<file path="config.mk">
export PLATFORM = sky130hd
export DESIGN_NAME = ide_chan_decoder
export DESIGN_NICKNAME = d
export VERILOG_FILES = /design/src/rtl/ide_dec_pkg.sv /design/src/rtl/ide_mode_reg.sv /design/src/rtl/ide_win_decode.sv /design/src/rtl/ide_chan_stub.sv /design/src/rtl/ide_chan_decoder.sv
export SDC_FILE = /design/constraint.sdc
export NUM_CORES = 1
export LEC_CHECK = 0
export BUFFER_PORTS_ARGS = -buffer_cell sky130_fd_sc_hd__buf_2
export CAP_MARGIN = 20
export CORE_AREA = 2 2 248 128
export DETAILED_ROUTE_END_ITERATION = 8
export DIE_AREA = 0 0 250 130
export PLACE_DENSITY = 0.61
export SLEW_MARGIN = 30
export SYNTH_ARGS = -nofsm -noshare
export SYNTH_HDL_FRONTEND = slang
export SYNTH_SLANG_ARGS = --single-unit
</file>
<file path="constraint.sdc">
create_clock -name clk -period 3.5 [get_ports clk]
set_clock_uncertainty 0.1 [all_clocks]
set_input_delay 0.35 -clock clk [delete_from_list [all_inputs] [get_ports clk]]
set_output_delay 0.35 -clock clk [all_outputs]
set_load 0.05 [all_outputs]
</file>
<file path="src/rtl/ide_dec_pkg.sv">
package ide_dec_pkg;
   localparam int DATA_W = 32;
   localparam logic [3:0] PI_COMPAT = 4'hA;
   localparam logic [3:0] PI_NATIVE = 4'hF;

   typedef enum logic {MODE_NATIVE = 1'b0, MODE_COMPAT = 1'b1} mode_e;

   // all-ones pattern for a rejected read of the given byte count
   function automatic logic [DATA_W-1:0] ones_for(input logic [2:0] sz);
      case (sz)
         3'd1:    return 32'h0000_00FF;
         3'd2:    return 32'h0000_FFFF;
         default: return 32'hFFFF_FFFF;
      endcase
   endfunction

   function automatic logic wide_ok(input logic [2:0] sz);
      return (sz == 3'd2) || (sz == 3'd4);
   endfunction
endpackage

</file>
<file path="src/rtl/ide_mode_reg.sv">
module ide_mode_reg
   import ide_dec_pkg::*;
(
   input  logic       clk,
   input  logic       rst_n,
   input  logic [3:0] pi_nib,
   output logic       legacy_on,
   output logic [7:0] int_pin
);
   mode_e mode_q;

   always_ff @(posedge clk) begin
      if (!rst_n)                  mode_q <= MODE_NATIVE;
      else if (pi_nib == PI_COMPAT) mode_q <= MODE_COMPAT;
      else if (pi_nib == PI_NATIVE) mode_q <= MODE_NATIVE;
   end

   assign legacy_on = (mode_q == MODE_COMPAT);
   assign int_pin   = (mode_q == MODE_COMPAT) ? 8'd0 : 8'd1;
endmodule

</file>
<file path="src/rtl/ide_win_decode.sv">
module ide_win_decode
   import ide_dec_pkg::*;
#(
   parameter int              ADDR_W  = 16,
   parameter logic [ADDR_W-1:0] LEG_CMD = 16'h01F0,
   parameter logic [ADDR_W-1:0] LEG_CTL = 16'h03F4
)(
   input  logic [ADDR_W-1:0] addr,
   input  logic [2:0]        size,
   input  logic              strobe,
   input  logic              legacy_on,
   input  logic [ADDR_W-1:0] nat_cmd,
   input  logic [ADDR_W-1:0] nat_ctl,
   output logic              cmd_hit,
   output logic              ctl_hit,
   output logic              tf_sel,
   output logic              dp_sel,
   output logic              ctl_sel
);
   localparam int CMD_LSB = 3;
   localparam int CTL_LSB = 2;

   logic cmd_match, ctl_match;

   always_comb begin
      cmd_match = (addr[ADDR_W-1:CMD_LSB] == nat_cmd[ADDR_W-1:CMD_LSB]) ||
                  (legacy_on && addr[ADDR_W-1:CMD_LSB] == LEG_CMD[ADDR_W-1:CMD_LSB]);
      ctl_match = (addr[ADDR_W-1:CTL_LSB] == nat_ctl[ADDR_W-1:CTL_LSB]) ||
                  (legacy_on && addr[ADDR_W-1:CTL_LSB] == LEG_CTL[ADDR_W-1:CTL_LSB]);
      cmd_hit = strobe && cmd_match;
      ctl_hit = strobe && ctl_match;
      tf_sel  = cmd_hit && (size == 3'd1);
      dp_sel  = cmd_hit && (addr[CMD_LSB-1:0] == '0) && wide_ok(size);
      ctl_sel = ctl_hit && (size == 3'd1) && (addr[CTL_LSB-1:0] == 2'd2);
   end
endmodule

</file>
<file path="src/rtl/ide_chan_stub.sv">
module ide_chan_stub
   import ide_dec_pkg::*;
(
   input  logic              clk,
   input  logic              rst_n,
   input  logic              wr,
   input  logic              tf_sel,
   input  logic              dp_sel,
   input  logic              ctl_sel,
   input  logic [2:0]        off,
   input  logic [2:0]        size,
   input  logic [DATA_W-1:0] wdata,
   output logic [DATA_W-1:0] rval
);
   localparam int TF_N = 8;

   logic [7:0]        tf_q [TF_N];
   logic [DATA_W-1:0] dword_q;
   logic [7:0]        ctl_q;

   always_ff @(posedge clk) begin
      if (!rst_n) begin
         for (int i = 0; i < TF_N; i++) tf_q[i] <= '0;
         dword_q <= '0;
         ctl_q   <= '0;
      end else if (wr) begin
         if (tf_sel)  tf_q[off] <= wdata[7:0];
         if (dp_sel)  dword_q   <= (size == 3'd4) ? wdata : {16'h0, wdata[15:0]};
         if (ctl_sel) ctl_q     <= wdata[7:0];
      end
   end

   always_comb begin
      rval = '0;
      if (tf_sel)       rval = {24'h0, tf_q[off]};
      else if (dp_sel)  rval = (size == 3'd4) ? dword_q : {16'h0, dword_q[15:0]};
      else if (ctl_sel) rval = {24'h0, ctl_q};
   end
endmodule

</file>
<file path="src/rtl/ide_chan_decoder.sv">
module ide_chan_decoder
   import ide_dec_pkg::*;
#(
   parameter int              ADDR_W    = 16,
   parameter int              NUM_CH    = 2,
   parameter logic [ADDR_W-1:0] LEG_CMD_0 = 16'h01F0,
   parameter logic [ADDR_W-1:0] LEG_CTL_0 = 16'h03F4,
   parameter logic [ADDR_W-1:0] LEG_CMD_1 = 16'h0170,
   parameter logic [ADDR_W-1:0] LEG_CTL_1 = 16'h0374
)(
   input  logic              clk,
   input  logic              rst_n,
   input  logic [ADDR_W-1:0] io_addr,
   input  logic [2:0]        io_size,
   input  logic              io_rd,
   input  logic              io_wr,
   input  logic [31:0]       io_wdata,
   input  logic [7:0]        pi_byte,
   input  logic [ADDR_W-1:0] cmd_base_0,
   input  logic [ADDR_W-1:0] ctl_base_0,
   input  logic [ADDR_W-1:0] cmd_base_1,
   input  logic [ADDR_W-1:0] ctl_base_1,
   output logic              legacy_on,
   output logic [7:0]        int_pin,
   output logic [1:0]        cmd_hit,
   output logic [1:0]        ctl_hit,
   output logic [1:0]        tf_sel,
   output logic [1:0]        dport_sel,
   output logic [1:0]        ctl_sel,
   output logic [2:0]        reg_off,
   output logic [31:0]       rd_data,
   output logic              rd_valid
);
   localparam int OFF_W = 3;

   if (NUM_CH != 2) begin : g_bad_ch
      $error("ide_chan_decoder: exactly two channels are supported");
   end
   if (ADDR_W < 10) begin : g_bad_aw
      $error("ide_chan_decoder: ADDR_W too narrow for legacy ports");
   end
   if (LEG_CMD_0[2:0] != 3'd0 || LEG_CMD_1[2:0] != 3'd0 ||
       LEG_CTL_0[1:0] != 2'd0 || LEG_CTL_1[1:0] != 2'd0) begin : g_bad_align
      $error("ide_chan_decoder: legacy bases misaligned");
   end

   logic              strobe;
   logic [DATA_W-1:0] ch_rval [NUM_CH];
   logic [ADDR_W-1:0] nat_cmd [NUM_CH];
   logic [ADDR_W-1:0] nat_ctl [NUM_CH];

   assign strobe     = io_rd || io_wr;
   assign reg_off    = io_addr[OFF_W-1:0];
   assign nat_cmd[0] = cmd_base_0;
   assign nat_cmd[1] = cmd_base_1;
   assign nat_ctl[0] = ctl_base_0;
   assign nat_ctl[1] = ctl_base_1;

   ide_mode_reg u_mode (
      .clk       (clk),
      .rst_n     (rst_n),
      .pi_nib    (pi_byte[3:0]),
      .legacy_on (legacy_on),
      .int_pin   (int_pin)
   );

   for (genvar g = 0; g < NUM_CH; g++) begin : g_ch
      localparam logic [ADDR_W-1:0] LC = (g == 0) ? LEG_CMD_0 : LEG_CMD_1;
      localparam logic [ADDR_W-1:0] LT = (g == 0) ? LEG_CTL_0 : LEG_CTL_1;

      ide_win_decode #(.ADDR_W(ADDR_W), .LEG_CMD(LC), .LEG_CTL(LT)) u_dec (
         .addr      (io_addr),
         .size      (io_size),
         .strobe    (strobe),
         .legacy_on (legacy_on),
         .nat_cmd   (nat_cmd[g]),
         .nat_ctl   (nat_ctl[g]),
         .cmd_hit   (cmd_hit[g]),
         .ctl_hit   (ctl_hit[g]),
         .tf_sel    (tf_sel[g]),
         .dp_sel    (dport_sel[g]),
         .ctl_sel   (ctl_sel[g])
      );

      ide_chan_stub u_stub (
         .clk     (clk),
         .rst_n   (rst_n),
         .wr      (io_wr),
         .tf_sel  (tf_sel[g]),
         .dp_sel  (dport_sel[g]),
         .ctl_sel (ctl_sel[g]),
         .off     (io_addr[OFF_W-1:0]),
         .size    (io_size),
         .wdata   (io_wdata),
         .rval    (ch_rval[g])
      );
   end

   logic              any_hit, accepted;
   logic [DATA_W-1:0] rd_next;

   always_comb begin
      any_hit  = |cmd_hit || |ctl_hit;
      accepted = |tf_sel || |dport_sel || |ctl_sel;
      rd_next  = '0;
      for (int c = 0; c < NUM_CH; c++) rd_next |= ch_rval[c];
      if (!accepted) rd_next = ones_for(io_size);
   end

   always_ff @(posedge clk) begin
      if (!rst_n) begin
         rd_data  <= '0;
         rd_valid <= 1'b0;
      end else begin
         rd_valid <= io_rd && any_hit;
         if (io_rd && any_hit) rd_data <= rd_next;
      end
   end
endmodule

</file>
Word-level counts from Yosys, hierarchy flattened

Memory sizes are Yosys's and may differ from the RTL's.
Cells that the tools add are included.

Register bits: 114
Bits in latches: 0
Memory bits (writable): 128
Bits in read-only memories: 0
Bits of input ports: 127
Output and inout bits: 55
Logic and storage cells: 94
Memories kept: 2

Memories:

| memory              | depth | bits a word | read ports | clocked after Yosys merged registers in | wr ports | line                | source |
|---|---|---|---|---|---|---|---|
| g_ch[0].u_stub.tf_q | 8     | 8           | 1          | 0                                       | 8        | ide_chan_stub.sv:17 | `logic [7:0] tf_q [TF_N];` |
| g_ch[1].u_stub.tf_q | 8     | 8           | 1          | 0                                       | 8        | ide_chan_stub.sv:17 |  |

Add/sub/neg operators: 0
$mul: 0
Divide/modulo/power cells: 0
$lt $le $gt $ge: 0
Equal/unequal tests: 14
Shifts and indexed selects: 0
Muxes and demuxes: 29
Bitwise gates (word level): 1
Reduce and logical (&&, ||, !) cells: 41

Operators by type and width:

| operator                                             | count |
|---|---|
| 2-to-1 mux 32 bit                                    | 8 |
| case mux 32 bit (2 select lines)                     | 1 |
| 2-to-1 mux 8 bit                                     | 4 |
| OR 32 bit                                            | 1 |
| equality test 14 bit                                 | 2 |
| equality test 14 x 8 -> 1 bit, second input constant | 2 |
| equality test 13 bit                                 | 2 |
| equality test 13 x 6 -> 1 bit, second input constant | 2 |
| logical AND 1 bit                                    | 19 |
| OR reduction 8 bit                                   | 2 |
| 2-to-1 mux 1 bit                                     | 14 |
| OR reduction 2 bit                                   | 5 |
| logical OR 1 bit                                     | 9 |
| equality test 4 bit, second input constant           | 2 |
| AND reduction 2 bit                                  | 4 |
| 2-to-1 mux 3 bit                                     | 2 |
| equality test 3 x 1 -> 1 bit, second input constant  | 1 |
| equality test 3 x 2 -> 1 bit, second input constant  | 1 |
| equality test 3 bit, second input constant           | 1 |
| logical NOT 3 bit                                    | 1 |
| equality test 2 bit, second input constant           | 1 |
| nonzero test 2 bit                                   | 1 |

Logic depth before layout (Yosys ltp)

Gate-level depths: netlist of the first run.

Depth after elaboration: 11
Mapped depth: 11
Depth with buffers taken out: 8

By module

From an unflattened synthesis of the first run, not the netlist that was laid out.

Cells, all modules: 1168
Area total of the unflattened synthesis: 12394.4 µm²

Modules (own cells, without submodules):

| module                         | times used | cells each | area each (µm²) | sequential area each (µm²) |
|---|---|---|---|---|
| ide_chan_stub (g_ch[0].u_stub) | 1          | 438        | 4999.8          | 2722.6 |
| ide_chan_stub (g_ch[1].u_stub) | 1          | 448        | 4966.0          | 2722.6 |
| ide_chan_decoder               | 1          | 158        | 1466.4          | 660.6 |
| ide_win_decode (g_ch[1].u_dec) | 1          | 55         | 425.4           | 0.0 |
| ide_win_decode (g_ch[0].u_dec) | 1          | 55         | 422.9           | 0.0 |
| ide_mode_reg                   | 1          | 14         | 113.9           | 20.0 |

Worst setup path before layout of the first run

OpenSTA, ideal clock, no wires.

Path type: flip-flop to flip-flop
Start point: register u_mode.mode_q (netlist: u_mode.legacy_on)
End point: memory g_ch[1].u_stub.tf_q[0][0], enable pin
Library setup time: 0.334 ns
Arrival: 2.359 ns
Data required time: 3.066 ns
Setup slack: 0.707 ns
Stages on the path, launching flop included: 8
Path buffers: 1
Period minus slack after synthesis: 2.793 ns
Cell sequence: dfxtp_1 and4bb_2 nand3_1 nor3_1 o21ai_1 buf_2 nor3_1 nand2b_1

RTL lines:

| item                   | line                | source |
|---|---|---|
| from (decl)            | ide_mode_reg.sv:10  | `mode_e mode_q;` |
| from (signal assigned) | ide_mode_reg.sv:13  | `if (!rst_n) mode_q <= MODE_NATIVE;` |
| from (signal assigned) | ide_mode_reg.sv:14  | `else if (pi_nib == PI_COMPAT) mode_q <= MODE_COMPAT;` |
| from (signal assigned) | ide_mode_reg.sv:15  | `else if (pi_nib == PI_NATIVE) mode_q <= MODE_NATIVE;` |
| to (decl)              | ide_chan_stub.sv:17 |  |

Final worst setup path of the first run

Start point: register u_mode.mode_q (netlist: u_mode.legacy_on)
End point: output tf_sel[1]

Longest elaborated chain between the ends: 4

RTL lines:

| item              | line                   | source |
|---|---|---|
| logical AND 1 bit | ide_win_decode.sv:27   | `(legacy_on && addr[ADDR_W-1:CMD_LSB] == LEG_CMD[ADDR_W-1:CMD_LSB]);` |
| logical OR 1 bit  | ide_win_decode.sv:26   | `cmd_match = (addr[ADDR_W-1:CMD_LSB] == nat_cmd[ADDR_W-1:CMD_LSB]) \|\|` |
| logical AND 1 bit | ide_win_decode.sv:30   | `cmd_hit = strobe && cmd_match;` |
| logical AND 1 bit | ide_win_decode.sv:32   | `tf_sel = cmd_hit && (size == 3'd1);` |
| to (decl)         | ide_chan_decoder.sv:27 | `output logic [1:0] tf_sel,` |

Every way passes these cells.

==> results, run 1 <==
- The final layout net count is 1,407.
- For this design the static power due to leakage is 5.34 nW.
- The predominant post-synthesis flop cell is edfxtp_1.
- The number of maximum-capacitance constraint violations is 0.
- The final period utilization is 0.877.
- The setup path with the least slack is of type reg -> out.
- The number of sinks driven by the clock tree is around 240.
- Synthesis produced a netlist whose cell count is 1,139.
- Compared with the post-synthesis result, the final layout area differs by 17.2%.
- The tightest min-delay check is of the in -> reg type.
- The net switching power is 1.43 mW.
- Data on the critical path arrives at its endpoint at between 2 and 3 ns.
- The fill cell instance count of the final layout is 2,894.
- Static timing analysis puts the maximum clock frequency at 326 MHz.
- The share of post-route cells with drive strength above 1 is 0.221.
- The tightest slew margin relative to the limit is 0.471.
- The estimated wirelength of the detail-placed design is roughly 26,000 um.
- Counting flops and latches in the post-synthesis netlist gives 242.
- The first routing iteration left 968 violations.
- The area of the multi-input gates is 5180 um2.
- The clock period minus final worst setup slack is 3.07 ns.
- In this run the number of H-tree levels came out at 1.
- Routability-driven placement finished with a final weighted congestion of 0.876.
- The final setup violation count is 0.
- The cell with the biggest individual delay on the critical path is dfxtp_1.
- The clock transition at the register clock pins on the worst setup and hold paths after CTS is 0.06 ns.
- The required time of the critical path is 3.05 ns.
- The count of buffers inserted at the top-level ports is 160.
- The library cell with the largest summed area after synthesis is edfxtp_1.
- The average size of a mapped cell is 10.5 um2.
- The total overflow left after global routing is 0.
- The type of element capturing the critical path is an output port.
- In this run the count of I/O pins placed on the die edge is 182.
- The area taken by flip-flops and latches is 6130 um2.
- The average routed wire per standard cell is 21.4 um.
- The number of endpoints with negative hold slack in the final report is 0.
- The family with the most delay on the worst path is simple AND/OR/NAND/NOR gates.
- The total negative slack is 0 ns.
- VDD sags by at most 266 uV.
- The number of buffers inserted during clock tree synthesis is 23.
- The per-cell via count in the routed design is 5.45.
- The number of buffers and inverters on the critical path is 3.
- The total internal power is about 4.6 mW.
- Ranked by total cell area, the synthesized netlist is headed by edfxtp_1 (32%), dfxtp_1 (19%), and2_1 (7.3%).
- The number of antenna violations at the first check in global routing came to 1.
- Of the total power, the share spent switching nets is 0.238.
- For this run, the slowest stage of the critical path takes ~0.38 ns.
- Of the total power, the clock network draws 0.409.
- The highest fanout seen on the critical path is 15.
- After clock tree synthesis, the repair step resized 0 gates.
- The clock insertion delay at the later pin of the skew report is 0.52 ns.
- For this run, the register share of the synthesized area comes to 0.514.
- Of the post-synthesis cell area, the dominant cell type holds 0.323.
- The total area inside the core boundary comes to 30,700 um2.
- The count of nets left with antenna violations after detail routing is 0.
- The die covers 32,500 um2.
- The share of total power dissipated in combinational logic is 0.084.
- The combined area of all synthesized cells is 11,900 um2.
- The via count of the first global-routing pass is 8,436.
- TritonCTS built the clock tree.
- The Yosys step of the flow raised 0 warnings.
- Traced cell by cell, the critical path runs through and4bb_2, nand3_1, nor3_1, o21ai_2, buf_4, inv_1, buf_2.
- Power spread over the standard cell area amounts to about 430 nW/um2.
- The completed layout was analyzed and its total power is 6.02 mW.
- The chip width is 250 um.
- The first global-routing pass estimated between 50,000 and 60,000 um of wire.
- The initial utilization of the core area, before any placement, comes to 0.387.
- The number of distinct library cell variants in the gate-level netlist after synthesis is 70.
- After floorplanning, the core was divided into 46 placement rows.
- The total via count in the routed design is 9,293.
- The first detailed-routing pass ran for 5 iterations.
- At the end of the flow the core is filled with cells to 0.454.
- At the pin with the least slew margin, the transition time is 0.794 ns.
- The largest net degree at the start of global routing is 77.
- In the routed design, unresolved DRC markers number 0.
- For this block, the routed nets add up to 36,500 um of wire.
- Setup repair after global routing left no endpoint under its margin.
- The total routing resource utilization after global routing is 0.220.
- The number of flops mapped to enable cells by yosys is 128.
- CTS placed an instance of clkbuf_16 at the clock tree root.
- The max-slew violation total from the final report was 0.
- The flow ran to the end, and the final reports show no timing, DRC or antenna violations.
- The maximum buffer depth of the clock tree is 3.
- The repair_antennas step left the layout with diodes totalling 0.
- The vertical extent of the die is 130 um.
- The share of total power dissipated in sequential elements is 0.507.
- In the synthesized netlist the async set-or-reset flop fraction comes to 0.
- The worst setup path is launched from a flip-flop.
-- kinds of logic after synthesis --
| kind of cell | after synthesis | synth area share |
|---|---|---|
| other cells | 1 | 0.000315 |
| compound gates | 232 | 0.143 |
| flops | 242 | 0.514 |
| mux | 45 | 0.0516 |
| simple gates | 440 | 0.196 |
| xor+xnor | 56 | 0.0412 |
| buf+inv | 123 | 0.0538 |
-- metal layers --
layer	GRT usage	wire [um]	vias to the layer above
met5	0	0	-
met4	0.0373	513	0
met3	0.0660	4090	42
met2	0.283	13700	420
met1	0.354	18200	4545
li1	-	-	4286
-- synthesized netlist by cell type (3+ instances only) --
library cell  instances
a211oi_1              4
a21boi_0             15
a21boi_1             57
a21oi_1              28
a221o_1               9
a221oi_1             12
a22o_1               34
a22oi_1               9
a31oi_1              10
and2_1              139
buf_1                 4
buf_2                28
buf_4                26
buf_6                 6
clkbuf_1             50
dfxtp_1             114
edfxtp_1            128
inv_1                 5
mux2_2               11
mux2i_1              22
mux4_2               12
nand2_1             142
nand2b_1             18
nand3_1              46
nand4_1               9
nor2_1               24
nor2b_1              16
nor3_1               15
nor3_2                6
nor4_1                5
o21ai_0              25
o21ai_1               3
o22ai_1               6
xnor2_1              43
xor2_1               13
-- timing repair --
| item | 4_1_cts | 5_1_grt |
|---|---|---|
| setup buffers | 0 | 0 |
| setup endpoints to repair | 0 | 0 |
| hold endpoints to repair | 43 | 0 |
| hold buffers | 23 | 0 |
-- flip-flops by register name, indices dropped and copies added, names as in the netlist --
name and flops:
g_ch.u_stub.tf_q 128, rd_data 32, u_mode.legacy_on 1, rd_valid 1, g_ch.u_stub.ctl_q 16, g_ch.u_stub.dword_q 64
-- cell type report --
class | instances | area share
sequential | 242 | 0.439
multi-input combinational | 780 | 0.371
timing repair buffer | 225 | 0.0993
clock buffer | 33 | 0.0494
tap | 408 | 0.0366
clock inverter | 8 | 0.00269
inverter | 8 | 0.00215
-- tightest hold or removal path: cells and delay by family --
family                 cells  cell delay, ns
and+or+nand+nor            1            0.06
buffers and inverters      1            0.11
AOI/OAI and AO/OA          1            0.07
-- stage by stage --
step | area, um2 | hold WS [ns] | std cells | worst slack (ns)
floorplan | 11900 | 0.330 | 1145 | 0.707
global placement | 13000 | 0.337 | 1640 | 0.362
detailed placement | 13000 | 0.342 | 1640 | 0.315
CTS | 14000 | 0.00289 | 1704 | 0.399
global route | 14000 | 0.0190 | 1704 | 0.216
finish | 14000 | 0.0229 | 1704 | 0.430
-- cells in the final DEF (no fill, tap or decap), drive strengths merged, types with 6 or more instances in the layout --
cell type / instances
nor2: 24
mux2i: 22
clkinv: 7
a31oi: 11
a21boi: 73
mux4: 12
nor3: 21
nand3: 46
buf: 202
conb: 7
nand2b: 18
inv: 9
clkbuf: 33
edfxtp: 128
a221o: 9
o21ai: 29
a221oi: 12
a22o: 34
a22oi: 9
o22ai: 6
xnor2: 43
xor2: 13
a21oi: 29
nor2b: 16
and2: 139
nand4: 9
dfxtp: 114
nor4: 7
nand2: 142
mux2: 11
dlygate4sd3: 23
-- power by group through the flow --
stage	combinational [mW]	clock [mW]	sequential, mW
floorplan	0.299	0	3.10
global placement	0.471	0	3.11
detailed placement	0.475	0	3.11
CTS	0.498	2.49	3.05
global route	0.535	2.59	3.05
finish	0.504	2.46	3.05
-- path summary, 6_finish.rpt --
check | cells past startpoint | end | from | slack (ns)
worst max-delay path | 7 | tf_sel[1] | u_mode.legacy_on | 0.43
worst max register to register | 8 | rd_data[4] | u_mode.legacy_on | 0.69
worst min register to register | 2 | g_ch[0].u_stub.dword_q[5] | g_ch[0].u_stub.dword_q[5] | 0.35
worst min-delay path | 3 | g_ch[0].u_stub.dword_q[16] | io_wdata[16] | 0.02
No activity file was read; power rests on OpenSTA's default activity.
==> inputs of run 2 (changes only) <==
--- a/config.mk
+++ b/config.mk
@@ -7,11 +7,12 @@
 export LEC_CHECK = 0
 export BUFFER_PORTS_ARGS = -buffer_cell sky130_fd_sc_hd__buf_2
 export CAP_MARGIN = 20
-export CORE_AREA = 2 2 248 128
+export CORE_AREA = 2 2 216 112
 export DETAILED_ROUTE_END_ITERATION = 8
-export DIE_AREA = 0 0 250 130
-export PLACE_DENSITY = 0.61
+export DIE_AREA = 0 0 218 114
+export PLACE_DENSITY = 0.78
 export SLEW_MARGIN = 30
 export SYNTH_ARGS = -nofsm -noshare
 export SYNTH_HDL_FRONTEND = slang
+export SYNTH_HIERARCHICAL = 1
 export SYNTH_SLANG_ARGS = --single-unit
==> constraint.sdc (replaced) <==
create_clock -name clk -period 3.1 [get_ports clk]
set_clock_uncertainty 0.1 [all_clocks]
set_input_delay 0.31 -clock clk [delete_from_list [all_inputs] [get_ports clk]]
set_output_delay 0.31 -clock clk [all_outputs]
set_load 0.05 [all_outputs]
==> results, run 2 <==
- The arrival time of the worst setup path is 2.57 ns.
- After synthesis the netlist holds a flip-flop and latch count of 242.
- The slew at the pin closest to its max-slew limit is ~0.85 ns.
- The flow ran to the end, and the final reports show no timing, DRC or antenna violations.
- The number of antenna violations at the first check in global routing was 0.
- The average routed wire per standard cell is 20.6 um.
- The maximum VDD drop is 399 uV.
- In the final layout, the registers with the most flip-flops are g_ch.u_stub/tf_q: 128 flops, g_ch.u_stub/dword_q: 64 flops, rd_data: 32 flops.
- The count of buffers inserted at the top-level ports is 160.
- Of the available clock period, the critical path in the final layout requires 0.961.
- The number of sinks driven by the clock tree is 242.
- The average size of a mapped cell is 10.6 um2.
- The cell area reported after detailed placement is 14,200 um2.
- CTS placed an instance of clkbuf_16 at the clock tree root.
- The clock passes through at most 3 buffers.
- After the first detailed-routing iteration, the DRC count stood at 926.
- The first detailed-routing pass ran for 5 iterations.
- The number of warning messages in the yosys log is 6.
- The routed layout has 9,947 vias.
- The worst setup path is captured at an output port.
- The via count of the first global-routing pass is 9,397.
- The library cell with the largest summed area after synthesis is edfxtp_1.
- Counting the buffers created by CTS gives 23.
- The clock tree from TritonCTS is yes.
- In this run the cell area of the synthesized design comes to roughly 12,000 um2.
- The most frequent standard cell in the layout excluding fill and tap cells is and2_1.
- The startpoint type of the worst setup path is a flip-flop.
- The register area share after synthesis is 0.494.
- The vertical extent of the die is between 100 and 150 um.
- The per-cell via count in the routed design is 5.79.
- The number of maximum-capacitance constraint violations is 0.
- The number of cells in the finished layout apart from fillers is 1,717.
- The total die area is roughly 25,000 um2.
- In this run the count of I/O pins placed on the die edge is roughly 180.
- The total area inside the core boundary comes to 23,200 um2.
- The commonest cells after synthesis are and2_1 (177), edfxtp_1 (128), nand2_1 (122), dfxtp_1 (114), xnor2_1 (54).
- The required time of the critical path is 2.69 ns.
- The final layout contains 1,512 nets.
- The antenna cell count is 0.
- The final setup violation count is 0.
- The final worst hold slack is 0.134 ns.
- The max-slew violation total from the final report was 0.
- Of the post-synthesis cell area, the part taken by muxes is 0.0401.
- The number of instances in the synthesized netlist is 1,168.
- For this run, the total global-route usage over all layers was measured as 0.281.
- In this run, synthesis inferred roughly 130 flip-flops with an integrated enable.
- Clock-pin slew was measured on the worst setup and hold paths at roughly 0.06 ns.
- The register containing the most flip-flops in the final layout is g_ch.u_stub/tf_q.
- The register with the most flip-flops in the layout has 128 of them.
- The chip width is 218 um.
- Setup repair after global routing left no endpoint under its margin.
- The fraction of post-synthesis cell area in the top cell type by area is 0.310.
- The wire length of the first global-routing pass is 53,900 um.
- The clock insertion delay at the later pin of the skew report is 0.53 ns.
- The post-route cell area is 15,200 um2.
- Summed over all cells, the static leakage comes to between 5 and 6 nW.
- The floorplan has 40 rows.
- The clock period minus final worst setup slack is ~3.0 ns.
- The number of placed instances, taps included, is about 1.7k.
- The number of distinct library cell variants in the gate-level netlist after synthesis is 70.
- Counting flops with an async set or reset pin after synthesis yields a share of 0.
- By area the synthesized netlist is led by edfxtp_1 (31%), dfxtp_1 (18%), and2_1 (8.9%).
- The complex-gate fraction of the synthesized area is 0.144.
- The HPWL after detailed placement is 24,800 um.
- Setup slack closes at 0.121 ns.
- In the post-synthesis netlist, the cell with the most instances is and2_1.
- The arithmetic-cell share of the synthesized area counting full adders, half adders and majority gates is 0.
- The predominant post-synthesis flop cell is edfxtp_1.
- The simple-gate share of the synthesized area is 0.237.
- The sum of routed wire length over all layers is 35,300 um.
- Measured against its own limit, the worst slew margin works out to 0.434.
- The filler cells instantiated in the layout total 1,804.
- Routability-driven placement finished with a final weighted congestion of between 0.9 and 1.
- The tightest min-delay check is of the in -> reg type.
- Of the cells placed in the final design, the portion with a size suffix greater than 1 is 0.287.
- Entering global routing, the biggest net connects between 100 and 150 pins.
- The fmax is 336 MHz.
- Once detail routing completed, the nets flagged for antenna violations numbered 0.
- The initial utilization of the core area, before any placement, comes to 0.534.
- The highest fanout seen on the critical path is 12.
- Summed over all layers, the global routing overflow is 0.
- The number of endpoints with negative hold slack in the final report is 0.
- The number of H-tree branching levels is 1.
- For this run, design rule violations remaining after detail routing come to 0.
- The classification of the worst setup path is reg -> out.
- Before CTS, the worst setup slack after placement is -0.226 ns.
- Leaving out fill and tap cells, the most frequent cells in the layout are and2_1 (167), buf_2 (156), edfxtp_1 (128).
- The total power divided by cell area is 439 nW/um2.
- Of the total synthesized cell area, the portion taken by XOR and XNOR cells is 0.0403.
- Compared with the post-synthesis result, the final layout area differs by 22.5%.
- The main combinational cell family by area after synthesis is simple AND/OR/NAND/NOR gates.
## run 2: cell types whose count changed in the layout (fill, tap and decap cells not counted), moves of 12 or more
cell,before,now
a21boi_1,57,0
a21boi_0,15,50
buf_4,40,72
and2_1,139,167
a22o_1,34,8
o31ai_1,0,24
a211oi_2,0,23
nand2_1,142,121
a22oi_1,9,26
nor3_1,15,0
nand2b_4,0,13
nor2b_1,16,29
o21ai_0,25,13
## run 2: timing repair
item / in CTS / in global routing
hold buffers: 24 / 0
pin swaps: 0 / 1
gates resized for setup: 8 / 6
endpoints found under the hold margin: 45 / 0
buffers inserted: 0 / 1
setup endpoints to repair: 3 / 43
## run 2: area by class of cell
class,count,area [um2],area share
timing repair buffer,267,1820,0.120
tap,315,394,0.0260
sequential,242,6130,0.404
clock inverter,14,81.3,0.00536
inverter,7,26.3,0.00173
clock buffer,28,594,0.0391
multi-input combinational,844,6130,0.404
## run 2: through the flow
step	util	setup TNS (ns)	total power, mW
after global routing	0.654	0	6.85
after floorplan	-	-72.16	3.83
after detailed placement	0.611	-21.33	4.09
after CTS	0.652	0	6.68
final	0.654	0	6.66
after global placement	0.611	-6.69	4.07
## run 2: kinds of logic after synthesis
group | Yosys count
multiplexers | 39
AND/OR/NAND/NOR | 509
buffers and inverters | 88
flip-flops | 242
XOR/XNOR | 57
other | 1
AO/OA/AOI/OAI | 232
## run 2: final timing paths
path	startpoint	end	slack, ns	depth (start not counted)
worst min-delay path	pi_byte[3]	u_mode/legacy_on	0.13	3
worst max register to register	u_mode/legacy_on	g_ch[0].u_stub/tf_q[0][4]	0.18	9
worst min register to register	g_ch[1].u_stub/dword_q[10]	g_ch[1].u_stub/dword_q[10]	0.36	2
worst max-delay path	u_mode/legacy_on	dport_sel[1]	0.12	7
## run 2: metal layers
layer,track usage,wire [um],vias up
li1,-,-,4634
met1,0.427,16100,4838
met2,0.429,15500,431
met3,0.0461,3140,44
met4,0.0499,495,0
met5,0,0,-
## run 2: report_power, final
group          leakage, nW  internal, mW  switching, mW  total (mW)
sequential            2.25          3.42         0.0179        3.43
clock                0.322          1.37           1.24        2.61
combinational         3.26         0.243          0.374       0.617
total                 5.84          5.03           1.63        6.66
## run 2: critical path, stage by stage (launching register included)
cell      delay [ns]
dfxtp_4         0.37
or4b_4          0.49
nor4_4          0.18
nand2b_1        0.16
buf_4           0.17
a21oi_2         0.16
buf_4           0.22
buf_2           0.30
